## config.mk

```make
export PLATFORM = sky130hd
export DESIGN_NAME = mw_eeprom_ctrl
export DESIGN_NICKNAME = d
export VERILOG_FILES = /design/src/rtl/mw_pkg.sv /design/src/rtl/mw_frame_fmt.sv /design/src/rtl/mw_sk_div.sv /design/src/rtl/mw_poll_timer.sv /design/src/rtl/mw_eeprom_ctrl.sv
export SDC_FILE = /design/constraint.sdc
export NUM_CORES = 1
export LEC_CHECK = 0
export BUFFER_PORTS_ARGS = -buffer_cell sky130_fd_sc_hd__buf_2
export CAP_MARGIN = 20
export CORE_UTILIZATION = 30
export CTS_CLUSTER_DIAMETER = 100
export CTS_CLUSTER_SIZE = 14
export DETAILED_ROUTE_END_ITERATION = 8
export MAX_ROUTING_LAYER = met4
export PLACE_DENSITY = 0.44
export SYNTH_ARGS = -nofsm -noshare
export SYNTH_HDL_FRONTEND = slang
export SYNTH_SLANG_ARGS = --single-unit
```

## constraint.sdc

```tcl
create_clock -name clk -period 6.96 [get_ports clk]
set_input_delay 1.392 -clock clk [delete_from_list [all_inputs] [get_ports clk]]
set_output_delay 1.392 -clock clk [all_outputs]
set_load 0.01 [all_outputs]
```

## src/rtl/mw_pkg.sv

```systemverilog
package mw_pkg;

    typedef enum logic [1:0] {
        CMD_WREN  = 2'd0,
        CMD_WRDIS = 2'd1,
        CMD_WRITE = 2'd2,
        CMD_ERASE = 2'd3
    } mw_cmd_e;

    typedef enum logic [1:0] {
        ST_IDLE  = 2'd0,
        ST_SHIFT = 2'd1,
        ST_GAP   = 2'd2,
        ST_POLL  = 2'd3
    } mw_state_e;

endpackage

```

## src/rtl/mw_frame_fmt.sv

```systemverilog
module mw_frame_fmt
    import mw_pkg::*;
#(
    parameter int ADDR_W = 8,
    parameter int DATA_W = 16,
    localparam int FRAME_W = 3 + ADDR_W + DATA_W,
    localparam int LEN_W   = $clog2(FRAME_W + 1)
) (
    input  logic [1:0]         cmd,
    input  logic [ADDR_W-1:0]  addr,
    input  logic [DATA_W-1:0]  data,
    output logic [FRAME_W-1:0] frame,
    output logic [LEN_W-1:0]   len,
    output logic               needs_poll
);

    localparam int SHORT_LEN = 3 + ADDR_W;

    // Frame is left-aligned: bit FRAME_W-1 leaves first.
    always_comb begin
        case (mw_cmd_e'(cmd))
            CMD_WREN: begin
                frame      = {1'b1, 2'b00, 2'b11, {(ADDR_W-2){1'b0}}, {DATA_W{1'b0}}};
                len        = LEN_W'(SHORT_LEN);
                needs_poll = 1'b0;
            end
            CMD_WRDIS: begin
                frame      = {1'b1, 2'b00, {ADDR_W{1'b0}}, {DATA_W{1'b0}}};
                len        = LEN_W'(SHORT_LEN);
                needs_poll = 1'b0;
            end
            CMD_WRITE: begin
                frame      = {1'b1, 2'b01, addr, data};
                len        = LEN_W'(FRAME_W);
                needs_poll = 1'b1;
            end
            default: begin
                frame      = {1'b1, 2'b11, addr, {DATA_W{1'b0}}};
                len        = LEN_W'(SHORT_LEN);
                needs_poll = 1'b1;
            end
        endcase
    end

endmodule

```

## src/rtl/mw_sk_div.sv

```systemverilog
module mw_sk_div #(
    parameter int HALF = 2,
    localparam int CW = $clog2(HALF + 1)
) (
    input  logic clk,
    input  logic rst_n,
    input  logic en,
    output logic tick
);

    logic [CW-1:0] cnt_d, cnt_q;

    assign tick = en && (cnt_q == CW'(HALF - 1));

    always_comb begin
        if (!en || tick) cnt_d = '0;
        else             cnt_d = cnt_q + 1'b1;
    end

    always_ff @(posedge clk) begin
        if (!rst_n) cnt_q <= '0;
        else        cnt_q <= cnt_d;
    end

endmodule

```

## src/rtl/mw_poll_timer.sv

```systemverilog
module mw_poll_timer #(
    parameter int W = 16
) (
    input  logic         clk,
    input  logic         rst_n,
    input  logic         run,
    input  logic [W-1:0] limit,
    output logic         expired
);

    logic [W-1:0] cnt_d, cnt_q;

    // Current sample is number cnt_q (from 0); it is the last one allowed
    // when cnt_q + 1 reaches the limit. A zero limit expires at once.
    assign expired = ({1'b0, cnt_q} + 1'b1) >= {1'b0, limit};

    always_comb begin
        if (run) cnt_d = cnt_q + 1'b1;
        else     cnt_d = '0;
    end

    always_ff @(posedge clk) begin
        if (!rst_n) cnt_q <= '0;
        else        cnt_q <= cnt_d;
    end

endmodule

```

## src/rtl/mw_eeprom_ctrl.sv

```systemverilog
module mw_eeprom_ctrl
    import mw_pkg::*;
#(
    parameter int ADDR_W  = 8,
    parameter int DATA_W  = 16,
    parameter int SK_HALF = 2,
    parameter int CS_GAP  = 3,
    parameter int POLL_W  = 16
) (
    input  logic              clk,
    input  logic              rst_n,
    input  logic              req_valid,
    output logic              req_ready,
    input  logic [1:0]        req_cmd,
    input  logic [ADDR_W-1:0] req_addr,
    input  logic [DATA_W-1:0] req_data,
    input  logic [POLL_W-1:0] poll_limit,
    output logic              mw_cs,
    output logic              mw_sk,
    output logic              mw_di,
    input  logic              mw_do,
    output logic              done,
    output logic              timeout_err
);

    localparam int FRAME_W = 3 + ADDR_W + DATA_W;
    localparam int LEN_W   = $clog2(FRAME_W + 1);
    localparam int GAP_W   = $clog2(CS_GAP + 1);

    typedef struct packed {
        mw_state_e          st;
        logic [FRAME_W-1:0] sh;
        logic [LEN_W-1:0]   left;
        logic               cs;
        logic               sk;
        logic               di;
        logic [GAP_W-1:0]   gap;
        logic               poll_req;
        logic               polled;
        logic               fail;
        logic               done;
        logic               err;
    } regs_t;

    regs_t q, d;

    logic [FRAME_W-1:0] fmt_frame;
    logic [LEN_W-1:0]   fmt_len;
    logic               fmt_poll;
    logic               sk_tick;
    logic               poll_expired;

    mw_frame_fmt #(
        .ADDR_W (ADDR_W),
        .DATA_W (DATA_W)
    ) u_fmt (
        .cmd        (req_cmd),
        .addr       (req_addr),
        .data       (req_data),
        .frame      (fmt_frame),
        .len        (fmt_len),
        .needs_poll (fmt_poll)
    );

    mw_sk_div #(
        .HALF (SK_HALF)
    ) u_div (
        .clk   (clk),
        .rst_n (rst_n),
        .en    (q.st == ST_SHIFT),
        .tick  (sk_tick)
    );

    mw_poll_timer #(
        .W (POLL_W)
    ) u_tmr (
        .clk     (clk),
        .rst_n   (rst_n),
        .run     (q.st == ST_POLL),
        .limit   (poll_limit),
        .expired (poll_expired)
    );

    always_comb begin
        d      = q;
        d.done = 1'b0;
        d.err  = 1'b0;
        case (q.st)
            ST_IDLE: begin
                if (req_valid) begin
                    d.st       = ST_SHIFT;
                    d.sh       = fmt_frame;
                    d.left     = fmt_len - LEN_W'(1);
                    d.cs       = 1'b1;
                    d.sk       = 1'b0;
                    d.di       = fmt_frame[FRAME_W-1];
                    d.poll_req = fmt_poll;
                    d.polled   = 1'b0;
                    d.fail     = 1'b0;
                end
            end
            ST_SHIFT: begin
                if (sk_tick) begin
                    if (!q.sk) begin
                        d.sk = 1'b1;
                    end else begin
                        d.sk = 1'b0;
                        if (q.left == '0) begin
                            d.st  = ST_GAP;
                            d.cs  = 1'b0;
                            d.di  = 1'b0;
                            d.gap = '0;
                        end else begin
                            d.sh   = q.sh << 1;
                            d.di   = q.sh[FRAME_W-2];
                            d.left = q.left - LEN_W'(1);
                        end
                    end
                end
            end
            ST_GAP: begin
                if (q.gap == GAP_W'(CS_GAP - 1)) begin
                    if (q.poll_req && !q.polled) begin
                        d.st = ST_POLL;
                        d.cs = 1'b1;
                    end else begin
                        d.st   = ST_IDLE;
                        d.done = !q.fail;
                        d.err  = q.fail;
                    end
                end else begin
                    d.gap = q.gap + 1'b1;
                end
            end
            default: begin
                if (mw_do || poll_expired) begin
                    d.st     = ST_GAP;
                    d.cs     = 1'b0;
                    d.gap    = '0;
                    d.polled = 1'b1;
                    d.fail   = !mw_do;
                end
            end
        endcase
    end

    always_ff @(posedge clk) begin
        if (!rst_n) begin
            q    <= '0;
            q.st <= ST_IDLE;
        end else begin
            q <= d;
        end
    end

    assign req_ready   = (q.st == ST_IDLE);
    assign mw_cs       = q.cs;
    assign mw_sk       = q.sk;
    assign mw_di       = q.di;
    assign done        = q.done;
    assign timeout_err = q.err;

endmodule

```

; ---- Yosys cells after proc, flatten, opt, wreduce, memory -nomap -nowiden
; Cells that the tools add are included.
[word_totals]
latchBits = 0
wordCells = 98
out_inout_bits = 6
mem_count = 0
inputBits = 46
romBits = 0
mem_bits_rw = 0
regBits = 61
[op_classes]
n_lt_le_gt_ge = 1
n_eq_ne = 15
n_reduce_logical = 28
shifts = 0
mux = 29
n_addsub = 6
n_mul = 0
div_mod_pow = 0
bitwise_logic = 5
[op_table]
columns = op, count
row1 = $pmux W26 S3, 1
row2 = $pmux W31 S2, 1
row3 = $mux W39, 1
row4 = $mux W37, 1
row5 = $mux W35, 1
row6 = $mux W32, 1
row7 = $mux W2, 9
row8 = $add A16 B1 Y17 const B, 1
row9 = $ge A17 B16 Y1, 1
row10 = $add A16 B1 Y16 const B, 1
row11 = $ne A2 B2 Y1 const B, 8
row12 = $pmux W2 S3, 2
row13 = $reduce_and A6 Y1, 2
row14 = $sub A5 B1 Y5 const B, 2
row15 = $eq A2 B2 Y1 const B, 4
row16 = $pmux W2 S2, 2
row17 = $mux W1, 7
row18 = $reduce_and A7 Y1, 1
row19 = $eq A2 B1 Y1 const B, 3
row20 = $reduce_and A3 Y1, 2
row21 = $reduce_or A2 Y1, 3
row22 = $logic_not A5 Y1, 1
row23 = $mux W5, 1
row24 = $not A1 Y1, 5
row25 = other kinds (14), 23

; ---- Longest topological paths before layout
; Gate-level depths: netlist (run 1).
[logic_depth]
depth_word = 5
depth_mapped = 13
mapped_depth_nobuf = 13

; ---- By module
; From an unflattened synthesis (run 1), not the netlist that was laid out.
[hier_totals]
hier_cells = 424
hier_area_um2 = 3716.1
[modules_own_cells]
columns = mod, n_inst, seq_area_each_um2, area_per_inst_um2, cells_per_inst
row1 = mw_eeprom_ctrl, 1, 860.8, 2264.7, 252
row2 = mw_poll_timer, 1, 320.3, 1099.8, 126
row3 = mw_frame_fmt, 1, 0.0, 262.8, 39
row4 = mw_sk_div, 1, 40.0, 88.8, 7

; ---- Least setup slack after synthesis (run 1)
; OpenSTA, ideal clock, no wires.
[synth_path]
path_type = in2reg
start = in poll_limit[14]
end = reg q[6] in the netlist's numbering
setup_slack_ns = 4.004
t_arrival_ns = 2.838
setup_ns = 0.119
path_stages = 8
path_buffers = 0
required_time_ns = 6.841
cell_sequence = inv_1 -> ha_1 -> o21a_1 -> o21ai_0 -> or2_2 -> o211ai_2 -> nor3_1 -> o221a_2
[synth_between]
elab_chain_cells = 4
[synth_lines]
columns = element, line
row1 = start: declaration, mw_eeprom_ctrl.sv:17  ; input logic [POLL_W-1:0] poll_limit,
row2 = $ge A17 B16 Y1, mw_poll_timer.sv:15  ; assign expired = ({1'b0, cnt_q} + 1'b1) >= {1'b0, limit};
row3 = $logic_or A1 B1 Y1, mw_eeprom_ctrl.sv:136  ; if (mw_do || poll_expired) begin
row4 = $reduce_bool A3 Y1 (no line), --
row5 = $reduce_and A6 Y1 (no line), --
row6 = end: declaration, mw_eeprom_ctrl.sv:45  ; regs_t q, d;
; Every way passes these cells.
; A chain may end at the register's enable or synchronous reset.

; ---- Worst setup path after layout (run 1)
[layout_path]
start = reg u_tmr.cnt_q[0]
end = reg q[6] in the netlist's numbering
[layout_between]
elab_chain_cells = 5
[layout_lines]
columns = element, line
row1 = start: declaration, mw_poll_timer.sv:11  ; logic [W-1:0] cnt_d, cnt_q;
row2 = start signal: assignment, mw_poll_timer.sv:24  ; else cnt_q <= cnt_d;
row3 = $add A16 B1 Y17, mw_poll_timer.sv:15
row4 = $ge A17 B16 Y1, mw_poll_timer.sv:15
row5 = $logic_or A1 B1 Y1, mw_eeprom_ctrl.sv:136
row6 = $reduce_bool A3 Y1 (no line), --
row7 = $reduce_and A6 Y1 (no line), --
; Every way passes these cells.

==> qor.yml, run 1 <==
synth_area_leaders: "dfxtp_1 38%, ha_1 9.2%, a221oi_1 5.9%"
synth-edff-count: 0
critical_path.max_stage_delay_ns: 0.44
postLayoutCoreUtil: 0.363
path_buf_inv: 0
worst_clock_skew_ns: 0.0101
slowest_stage: "nor4_2"
yosys_warnings: 0
max_slew_margin: 0.540
grt_pass1_wl_um: 13200
area_growth_pct: 16.4
syn-num-nets: 453
multi_input_area_um2: 1810
io_buffer_count: 51
postRouteWirelength_um: 7650
clock-sinks: 61
synthCells: 383
antenna_found_initial: 0
cts_resized: 0
num_vias: 2834
timing.fmax_mhz: 312
whs_endpoint: "u_div.cnt_q[0]$_SDFF_PP0_"
async_reset_ff_frac: 0
reg2reg_slack_ns: 3.75
crit_top_cell: "ha_1"
rsz0062_at_grt: "false"
globalplace.congestion: 0.783
die_area_um2: 11300
setup_ws_ns: 3.75
cp.arrival_ns: 3.43
reg2reg_from: "u_tmr.cnt_q[0]$_SDFF_PN0_"
grt_use_total: 0.151
endpoint_kind: "flip-flop"
netlist_area_um2: 3250
drt-wirelength-per-cell_um: 13.4
ctsHoldBuffers: 0
synth_top_area_frac: 0.376
vias_per_cell: 4.97
start_kind: "flip-flop"
core-area_um2: 10400
die_h_um: 106
crit_type: "reg2reg"
crit_chain: "ha_1, nand3_1, nor4_2, nand4_1, xnor2_1, ha_1, o21a_1, o21ai_0, or2_2, o211ai_2, nor3_1, o221a_2"
vdd.ir_drop.worst_mv: 0.122
tightest_slew_ns: 0.689
detail_route.first_pass.iterations: 4
post_cts_buffers: 0
die-width_um: 106
grt_overflow: 0
yosysSeqAreaShare: 0.376
worstHoldPathCells: 1
crit_required_ns: 7.19
row_count: 37
max-cap-violations: 0
ant_nets: 0
drc_errors: 0
design_power_total_w: 0.00134
preCtsSetupSlack_ns: 3.62
hpwl_um: 5390
start_util: 0.312
first_iter_violations: 69
layout_min_cycle_time_ns: 3.21
finalHoldViolCount: 0
min_from: "u_div.cnt_q[0]$_SDFF_PP0_"
r2r-end: "q[6]$_SDFFE_PN0P_"
cts_tree: "yes"
outcome: "finished clean"
p_per_area_nw_per_um2: 354
clock_path_buffers: 2
final.fill_count: 1120
p_leak_nw: 1.59
grt_max_degree: 38
setup_tns_ns: 0
synth_flop_cell: "dfxtp_1"
setup_viol: 0
cts-root-buf: "clkbuf_8"
hold_ws_ns: 0.434
clock_latency_ns: 0.34
drive_above_1_share: 0.196
finalCritPeriodShare: 0.460
synth.largest_area_cell: "dfxtp_1"
synth_seq_cells: 61
diodes: 0
cts_buffers: 9
reg2reg_depth: 12
htreeDepth: 3
fin_nets: 499
cp_max_fo: 7
first_global_vias: 2748
hold_class: "reg2reg"
synth_cell_types: 53
path_clk_slew_ns: 0.06
path_delay_family: "simple AND/OR/NAND/NOR gates"
slew_violations: 0
regArea_um2: 1220
postSynthAreaPerCell_um2: 8.48
num_io_pins: 52
[per-stage QoR]
stage               std cells  cell area, um^2
floorplan                 383             3250
global placement          554             3590
detailed placement        554             3590
CTS                       570             3780
global route              570             3780
finish                    570             3780
[cell usage after synthesis (all sizes together), types with 2 or more instances]
library cell and number:
xor2 5, a221oi 23, nor3 27, a21o 3, o31ai 2, and3 3
a22oi 2, mux2i 4, xnor2 9, buf 9, inv 29, a21oi 17
nand2b 2, nand4 8, clkbuf 10, nor2b 17, nor4 4, o211ai 3
o221a 2, dfxtp 61, nand3 9, or2 2, ha 24, nor2 50
a211oi 6, nand2 26, o21ai 12
[state kept, by name, indices dropped and copies added, names as in the netlist]
register and flops:
done 1, mw_cs 1, mw_di 1, mw_sk 1, q 38, timeout_err 1, u_div.cnt_q 2, u_tmr.cnt_q 16
[power breakdown]
group          switching [W]  leakage [nW]  internal [W]  total (W)
Clock               0.000144        0.0964      0.000174   0.000318
Sequential         0.0000545         0.498      0.000444   0.000498
Combinational       0.000326          1.00      0.000198   0.000524
[layout by cell type (no fill, tap or decap), drive strengths merged, types with 5 or more instances in the layout]
| cell type | count |
|---|---|
| a21oi | 17 |
| nand2 | 26 |
| xor2 | 5 |
| ha | 24 |
| nor2 | 50 |
| inv | 29 |
| xnor2 | 9 |
| a211oi | 6 |
| dfxtp | 61 |
| nand3 | 9 |
| nand4 | 8 |
| o21ai | 12 |
| nor3 | 27 |
| nor2b | 17 |
| clkbuf | 12 |
| buf | 54 |
| a221oi | 23 |
[cells by family (layout without fill, tap and decap cells)]
kind of cell / after synthesis / count (layout) / share of synthesized area
flip-flops: 61 / 61 / 0.376
XOR/XNOR: 14 / 14 / 0.0377
AO/OA/AOI/OAI: 80 / 80 / 0.186
buffers and inverters: 48 / 99 / 0.0682
AND/OR/NAND/NOR: 152 / 152 / 0.228
adder cells (fa/ha/maj): 24 / 24 / 0.0924
multiplexers: 4 / 4 / 0.0123
[routing by layer]
metal / vias up / track usage / part of all wire
met5: - / - / 0
met4: 0 / 0.0625 / 0.013
met3: 9 / 0.0282 / 0.040
met2: 65 / 0.222 / 0.44
met1: 1297 / 0.204 / 0.51
li1: 1463 / - / -
[area by class of cell]
type | instances | area share
Multi-Input combinational cell | 274 | 0.479
Tap cell | 136 | 0.0450
Sequential cell | 61 | 0.323
Clock inverter | 4 | 0.0126
Timing Repair Buffer | 54 | 0.0735
Clock buffer | 12 | 0.0384
Inverter | 29 | 0.0288
[worst max-delay path by stage]
| stage | start | endpoint | depth (start not counted) |
|---|---|---|---|
| floorplan | poll_limit[14] | q[6]$_SDFFE_PN0P_ | 8 |
| global placement | poll_limit[8] | mw_cs$_SDFFE_PN0P_ | 9 |
| detailed placement | req_cmd[1] | q[14]$_SDFFE_PN0P_ | 8 |
| CTS | u_tmr.cnt_q[0]$_SDFF_PN0_ | q[43]$_SDFFE_PN0P_ | 13 |
| global route | u_tmr.cnt_q[0]$_SDFF_PN0_ | q[43]$_SDFFE_PN0P_ | 13 |
| finish | u_tmr.cnt_q[0]$_SDFF_PN0_ | q[6]$_SDFFE_PN0P_ | 12 |
Note: power is estimated with default switching activity, not from simulation.
==> run 2: changes to the inputs <==
- ABC_AREA: unset -> 1
- PLACE_DENSITY: 0.44 -> 0.45
- clock period: 6.96 -> 2.8 ns (I/O delays scaled with it)
==> run 2 against run 1 <==
Die area increased by 6.7%. Largest power group unchanged. Highest routed layer unchanged. Total power increased to 3.1 times the previous value. Worst hold slack got worse by 0.0090 ns.
==> qor.yml, run 2 <==
outcome: "finished clean"
syn-num-nets: 569
reg.largest.list: "q x38, u_tmr.cnt_q x16, u_div.cnt_q x2"
r2r-end: "q[43]$_SDFFE_PN0P_"
first_global_vias: 3068
globalplace.congestion: 0.733
reg2reg_depth: 22
final_common_cell: "inv_1"
hold_class: "reg2reg"
synth-edff-count: 0
grt_overflow: 0
synth_compound_area_frac: 0.165
preCtsSetupSlack_ns: -0.107
fin_nets: 638
reg2reg_from: "u_tmr.cnt_q[0]$_SDFF_PN0_"
dpl_cell_area_um2: 3900
die-width_um: 110
vias_per_cell: 4.49
clock_path_buffers: 2
yosys.area_share.simple: 0.233
grt_use_total: 0.153
drt-wirelength-per-cell_um: 11.4
max_slew_margin: 0.601
synth_most_common_cell: "inv_1"
num_io_pins: 52
finalHoldViolCount: 0
antenna_found_initial: 0
synth_area_leaders: "dfxtp_1 35%, inv_1 10%, ha_1 8.6%"
drive_above_1_share: 0.273
setup_viol: 0
multi_input_area_um2: 2050
synth_xor_area_frac: 0.0303
ctsHoldBuffers: 0
vdd.ir_drop.worst_mv: 0.501
worstHoldPathCells: 1
drc_errors: 0
fin_area_um2: 4600
diodes: 0
ant_nets: 0
num_vias: 3200
cts_tree: "yes"
slew_violations: 0
timing.fmax_mhz: 371
htreeDepth: 3
synthTopCellsByCount: "96 x inv_1, 80 x nand2_1, 61 x dfxtp_1"
postRouteWirelength_um: 8140
first_iter_violations: 92
crit_type: "reg2reg"
p_per_area_nw_per_um2: 911
async_reset_ff_frac: 0
p_leak_nw: 2.15
start_kind: "flip-flop"
setup_ws_ns: 0.107
worst_clock_skew_ns: 0.00550
cts_buffers: 9
largest_reg_flops: 38
synth_seq_cells: 61
cp_max_fo: 6
synth_flop_cell: "dfxtp_1"
synthCells: 499
netlist_area_um2: 3470
final.fill_count: 1177
tightest_slew_ns: 0.596
design_power_total_w: 0.00419
max_flop_register: "q"
clock-sinks: 61
clock_latency_ns: 0.33
layout_min_cycle_time_ns: 2.69
io_buffer_count: 51
grt_pass1_wl_um: 13800
core-area_um2: 11100
hpwl_um: 5740
reg2reg_slack_ns: 0.11
cp.arrival_ns: 2.92
detail_route.first_pass.iterations: 4
setup_tns_ns: 0
endpoint_kind: "flip-flop"
max-cap-violations: 0
final_cell_mix: "92 x inv_1, 71 x nand2_1, 58 x dfxtp_1"
yosys_warnings: 0
synth.largest_area_cell: "dfxtp_1"
die_h_um: 110
whs_endpoint: "u_div.cnt_q[0]$_SDFF_PP0_"
synth_top_area_frac: 0.352
synth_top_family_by_area: "simple AND/OR/NAND/NOR gates"
grt_max_degree: 35
synthAdderAreaFrac: 0.0865
cts-root-buf: "clkbuf_16"
muxShareOfSynthArea: 0
die_area_um2: 12000
yosysSeqAreaShare: 0.352
regArea_um2: 1230
path_clk_slew_ns: 0.05
crit_required_ns: 3.02
postLayoutCoreUtil: 0.415
finalCritPeriodShare: 0.962
area_growth_pct: 32.5
synth_cell_types: 32
min_from: "u_div.cnt_q[0]$_SDFF_PP0_"
row_count: 38
rsz0062_at_grt: "true"
start_util: 0.313
postSynthAreaPerCell_um2: 6.96
-- run 2: cell count changes after synthesis, moves of 9 or more --
cell,before,now
nand2_1,25,80
o21ai_0,12,46
nor3_1,26,6
inv_1,28,96
a221oi_1,22,0
a21oi_1,17,49
nand3_1,9,18
nor2b_1,17,1
o21ai_1,0,10
-- run 2: worst max-delay path, stage by stage, from the launching register on --
cell and delay, ns:
dfxtp_4 0.36, ha_4 0.15, nand2_4 0.06, nor2_4 0.11, nand3_4 0.09, nor2_4 0.13, nand2_4 0.07, nor2_4 0.14
xor2_2 0.19, inv_2 0.06, ha_4 0.21, nand2_1 0.06, inv_2 0.05, nand2_4 0.07, nor2_4 0.04, a21oi_2 0.11
nand2_1 0.07, nand2_1 0.07, nand2_1 0.05, nand2_2 0.10, nand4_4 0.17, a21oi_2 0.18, nor2_1 0.04
-- run 2: layer usage --
layer  vias up  routed length [um]  track usage
met2        55                3780        0.250
li1       1702                   -            -
met4         0                 111       0.0486
met3         8                 385       0.0415
met1      1435                3860        0.181
met5         -                   0            -
-- run 2: kinds of logic (layout without fill, tap and decap cells) --
| logic type | count (synthesis) | in the layout |
|---|---|---|
| XOR/XNOR | 12 | 12 |
| adder cells (fa/ha/maj) | 24 | 24 |
| flip-flops | 61 | 61 |
| AO/OA/AOI/OAI | 111 | 111 |
| AND/OR/NAND/NOR | 173 | 173 |
| buffers and inverters | 118 | 191 |
-- run 2: how the worst max path moves through the flow --
stage	startpoint	to	slack, ns	cells after the start
2_1_floorplan	u_tmr.cnt_q[0]$_SDFF_PN0_	mw_cs$_SDFFE_PN0P_	0.12	22
5_1_grt	u_tmr.cnt_q[1]$_SDFF_PN0_	q[43]$_SDFFE_PN0P_	-0.1	18
3_5_place_dp	u_tmr.cnt_q[0]$_SDFF_PN0_	mw_cs$_SDFFE_PN0P_	-0.11	21
3_3_place_gp	u_tmr.cnt_q[0]$_SDFF_PN0_	mw_cs$_SDFFE_PN0P_	-0.02	21
4_1_cts	u_tmr.cnt_q[0]$_SDFF_PN0_	mw_cs$_SDFFE_PN0P_	-0.002	21
6_report	u_tmr.cnt_q[0]$_SDFF_PN0_	q[43]$_SDFFE_PN0P_	0.11	22
-- run 2: per-stage QoR --
step | cells | hold WS, ns
after global placement | 684 | 0.414
after detailed placement | 684 | 0.425
final | 712 | 0.425
after CTS | 708 | 0.432
after floorplan | 499 | 0.405
after global routing | 712 | 0.459
-- run 2: timing repair --
item                       in CTS  in global routing
resized for setup              23                 39
pin swaps                      14                 26
setup endpoints to repair       7                  7
cloned                          0                  0
hold endpoints to repair        0                  0
buffers inserted                9                  4
-- run 2: power by group --
part           leakage [nW]  internal [W]  switching [W]
clock network         0.152      0.000797       0.000398
logic                  1.50      0.000594        0.00116
registers             0.501       0.00114      0.0000993
total                  2.15       0.00253        0.00166
-- run 2: area by class of cell --
class,count,area share
clock inverter,4,0.0158
sequential,61,0.267
inverter,101,0.0824
multi-input combinational,320,0.446
tap,140,0.0381
clock buffer,11,0.0528
timing repair buffer,75,0.0979
==> run 3: changes to the inputs <==
- RECOVER_POWER: unset -> 50
- SYNTH_HIERARCHICAL: unset -> 1
==> run 3 against run 2 <==
Total power up 7.0%. Worst hold slack better by 0.0073 ns. Combinational power up 23%. Die area up 15%. Non-clock buffer count down 11. Clock power down 13%. Wire length up 18%. Core utilization down 3.8 points. Cell area up 5.2%. Sequential cell count unchanged. Count of clock-buffer cells in the layout up 2.
==> qor.yml, run 3 <==
whs_endpoint: "u_div/cnt_q[0]$_SDFF_PP0_"
max-cap-violations: 0
cp_max_fo: 5
grt_pass1_wl_um: 16700
clockPowerShare: 0.230
clock_path_buffers: 2
setup_viol: 0
timing.fmax_mhz: 372
dpl_cell_area_um2: 4380
synth_most_common_cell: "nand2_1"
start_kind: "flip-flop"
endpoint_kind: "flip-flop"
slew_violations: 0
postRouteWirelength_um: 9610
synthAdderAreaFrac: 0.0750
fin_area_um2: 4840
hold_ws_ns: 0.432
cts_buffers: 9
vias_per_cell: 4.33
cts-root-buf: "clkbuf_16"
grt_max_degree: 38
netlist_area_um2: 4000
yosysSeqAreaShare: 0.305
ant_nets: 0
hpwl_um: 6870
p_leak_nw: 2.52
final.fill_count: 1428
p_sw_frac: 0.440
num_io_pins: 52
slowest_stage: "dfxtp_2"
synth_top_family_by_area: "simple AND/OR/NAND/NOR gates"
synth_cell_types: 36
reg2reg_from: "u_tmr/cnt_q[1]$_SDFF_PN0_"
path_clk_slew_ns: 0.05
tightest_slew_ns: 0.577
vdd.ir_drop.worst_mv: 0.393
layout_min_cycle_time_ns: 2.69
async_reset_ff_frac: 0
switching_power_w: 0.00197
r2r-end: "mw_cs$_SDFFE_PN0P_"
start_util: 0.312
hold_class: "reg2reg"
setup_tns_ns: 0
grt_overflow: 0
final_common_cell: "nand2_1"
synth-edff-count: 0
num_vias: 3727
postLayoutCoreUtil: 0.377
largest_reg_flops: 38
die_h_um: 117
finalCritPeriodShare: 0.960
max_flop_register: "q"
p_per_area_nw_per_um2: 926
fin_nets: 755
path_buf_inv: 4
detail_route.first_pass.iterations: 4
io_buffer_count: 51
crit_top_cell: "nand2_1"
synthTopCellsByCount: "173 x nand2_1, 115 x nor2_1, 98 x inv_1"
synth_top_area_frac: 0.305
crit_required_ns: 3.04
final_cell_mix: "162 x nand2_1, 107 x nor2_1, 93 x inv_1"
core-area_um2: 12800
die-width_um: 117
synth_compound_area_frac: 0.0797
first_global_vias: 3675
critical_path.max_stage_delay_ns: 0.35
synth.largest_area_cell: "dfxtp_1"
worstHoldPathCells: 1
antenna_found_initial: 0
drc_errors: 0
min_from: "u_div/cnt_q[0]$_SDFF_PP0_"
ctsHoldBuffers: 0
globalplace.congestion: 0.828
rsz0062_at_grt: "true"
yosys_warnings: 6
max_slew_margin: 0.614
reg2reg_slack_ns: 0.11
yosys.area_share.simple: 0.380
cp.arrival_ns: 2.92
finalHoldViolCount: 0
first_iter_violations: 147
power_frac_comb: 0.482
synthCells: 634
synth_xor_area_frac: 0.0150
postSynthAreaPerCell_um2: 6.31
reg2reg_depth: 24
row_count: 41
reg.largest.list: "q x38, u_tmr/cnt_q x16, u_div/cnt_q x2"
crit_chain: "ha_4, nand2_4, nor2_4, nand2_4, nor2_8, xor2_2, ha_4, nand2_2, inv_2, nand2_1, nand2_1, nand2_1, nand3_2, nor2_2, nand2_2, nor2_4, nand2_2, nor2_4, buf_6, inv_2, nand3_2, nand2_1, inv_1, nor2_1"
worst_clock_skew_ns: 0.00723
grt_use_total: 0.153
path_delay_family: "simple AND/OR/NAND/NOR gates"
synth_flop_cell: "dfxtp_1"
synth_seq_cells: 61
clock-sinks: 61
synth_area_leaders: "dfxtp_1 31%, nand2_1 16%, nor2_1 11%"
htreeDepth: 3
crit_type: "reg2reg"
drive_above_1_share: 0.225
muxShareOfSynthArea: 0
cts_tree: "yes"
area_growth_pct: 21.0
drt-wirelength-per-cell_um: 11.2
clock_latency_ns: 0.34
diodes: 0
outcome: "finished clean"
seq_power_share: 0.288
p_int_w: 0.00251
die_area_um2: 13800
run 3: cell count changes after synthesis, moves of 3 or more:
| cell | delta |
|---|---|
| nand2_1 | +93 |
| nor2_1 | +70 |
| o21ai_0 | -39 |
| a21oi_1 | -35 |
| o21ai_1 | +20 |
| nor2_2 | +9 |
| buf_4 | +8 |
| buf_6 | +5 |
| xor2_1 | -5 |
| and2_1 | +3 |
| clkbuf_1 | -3 |
| inv_2 | -3 |
| nand2_4 | +3 |
| nand4_1 | +3 |
run 3: per-layer routing:
layer	vias to the layer above	global-route usage	part of all wire	routed length, um
met2	55	0.257	0.47	4500
met4	0	0.0625	0.018	173
met5	-	-	0	0
met1	1650	0.180	0.48	4610
met3	12	0.0305	0.033	318
li1	2010	-	-	-
run 3: layout make-up:
cell class / count / area (um^2) / share of cell area
clock buffer: 13 / 260 / 0.0538
clock inverter: 1 / 7.51 / 0.00155
inverter: 101 / 382 / 0.0789
multi-input combinational: 448 / 2390 / 0.494
sequential: 61 / 1230 / 0.254
tap: 172 / 215 / 0.0445
timing repair buffer: 64 / 354 / 0.0732
run 3: how the worst max path moves through the flow:
stage                               from                  to  slack [ns]  depth (start not counted)
3_3_place_gp   u_tmr/cnt_q[2]$_SDFF_PN0_  q[42]$_SDFFE_PN0P_       -0.06                         23
5_1_grt        u_tmr/cnt_q[1]$_SDFF_PN0_   q[2]$_SDFFE_PN0P_       -0.09                         21
3_5_place_dp   u_tmr/cnt_q[0]$_SDFF_PN0_  q[43]$_SDFFE_PN0P_       -0.15                         22
6_report       u_tmr/cnt_q[1]$_SDFF_PN0_  mw_cs$_SDFFE_PN0P_        0.11                         24
4_1_cts        u_tmr/cnt_q[0]$_SDFF_PN0_  q[43]$_SDFFE_PN0P_       0.001                         23
2_1_floorplan  u_tmr/cnt_q[0]$_SDFF_PN0_   q[2]$_SDFFE_PN0P_        0.17                         19
run 3: stage by stage:
step | cells | setup slack, ns | total power (W)
6_report | 860 | 0.113 | 0.00448
5_1_grt | 860 | -0.0862 | 0.00492
4_1_cts | 860 | 0.00111 | 0.00448
3_5_place_dp | 845 | -0.150 | 0.00342
3_3_place_gp | 845 | -0.0648 | 0.00338
2_1_floorplan | 637 | 0.173 | 0.00308
run 3: logic make-up (layout without fill, tap and decap cells):
kind of cell | after synthesis | in the layout
fa+ha+maj | 24 | 24
xor+xnor | 6 | 6
buf+inv | 128 | 179
simple gates | 354 | 354
flops | 61 | 61
other cells | 2 | 5
compound gates | 59 | 59
run 3: timing repair:
action	in CTS	in global routing
resized for setup	23	31
pin swaps	12	24
setup buffers	1	0
cloned	0	0
setup endpoints to repair	6	7
endpoints found under the hold margin	0	0
run 3: power groups by stage:
| stage | Clock [W] | Combinational, W | Sequential, W |
|---|---|---|---|
| final | 0.00103 | 0.00216 | 0.00129 |
| after global routing | 0.00110 | 0.00249 | 0.00133 |
| after CTS | 0.00106 | 0.00213 | 0.00129 |
| after detailed placement | 0 | 0.00211 | 0.00131 |
| after global placement | 0 | 0.00207 | 0.00130 |
| after floorplan | 0 | 0.00180 | 0.00128 |
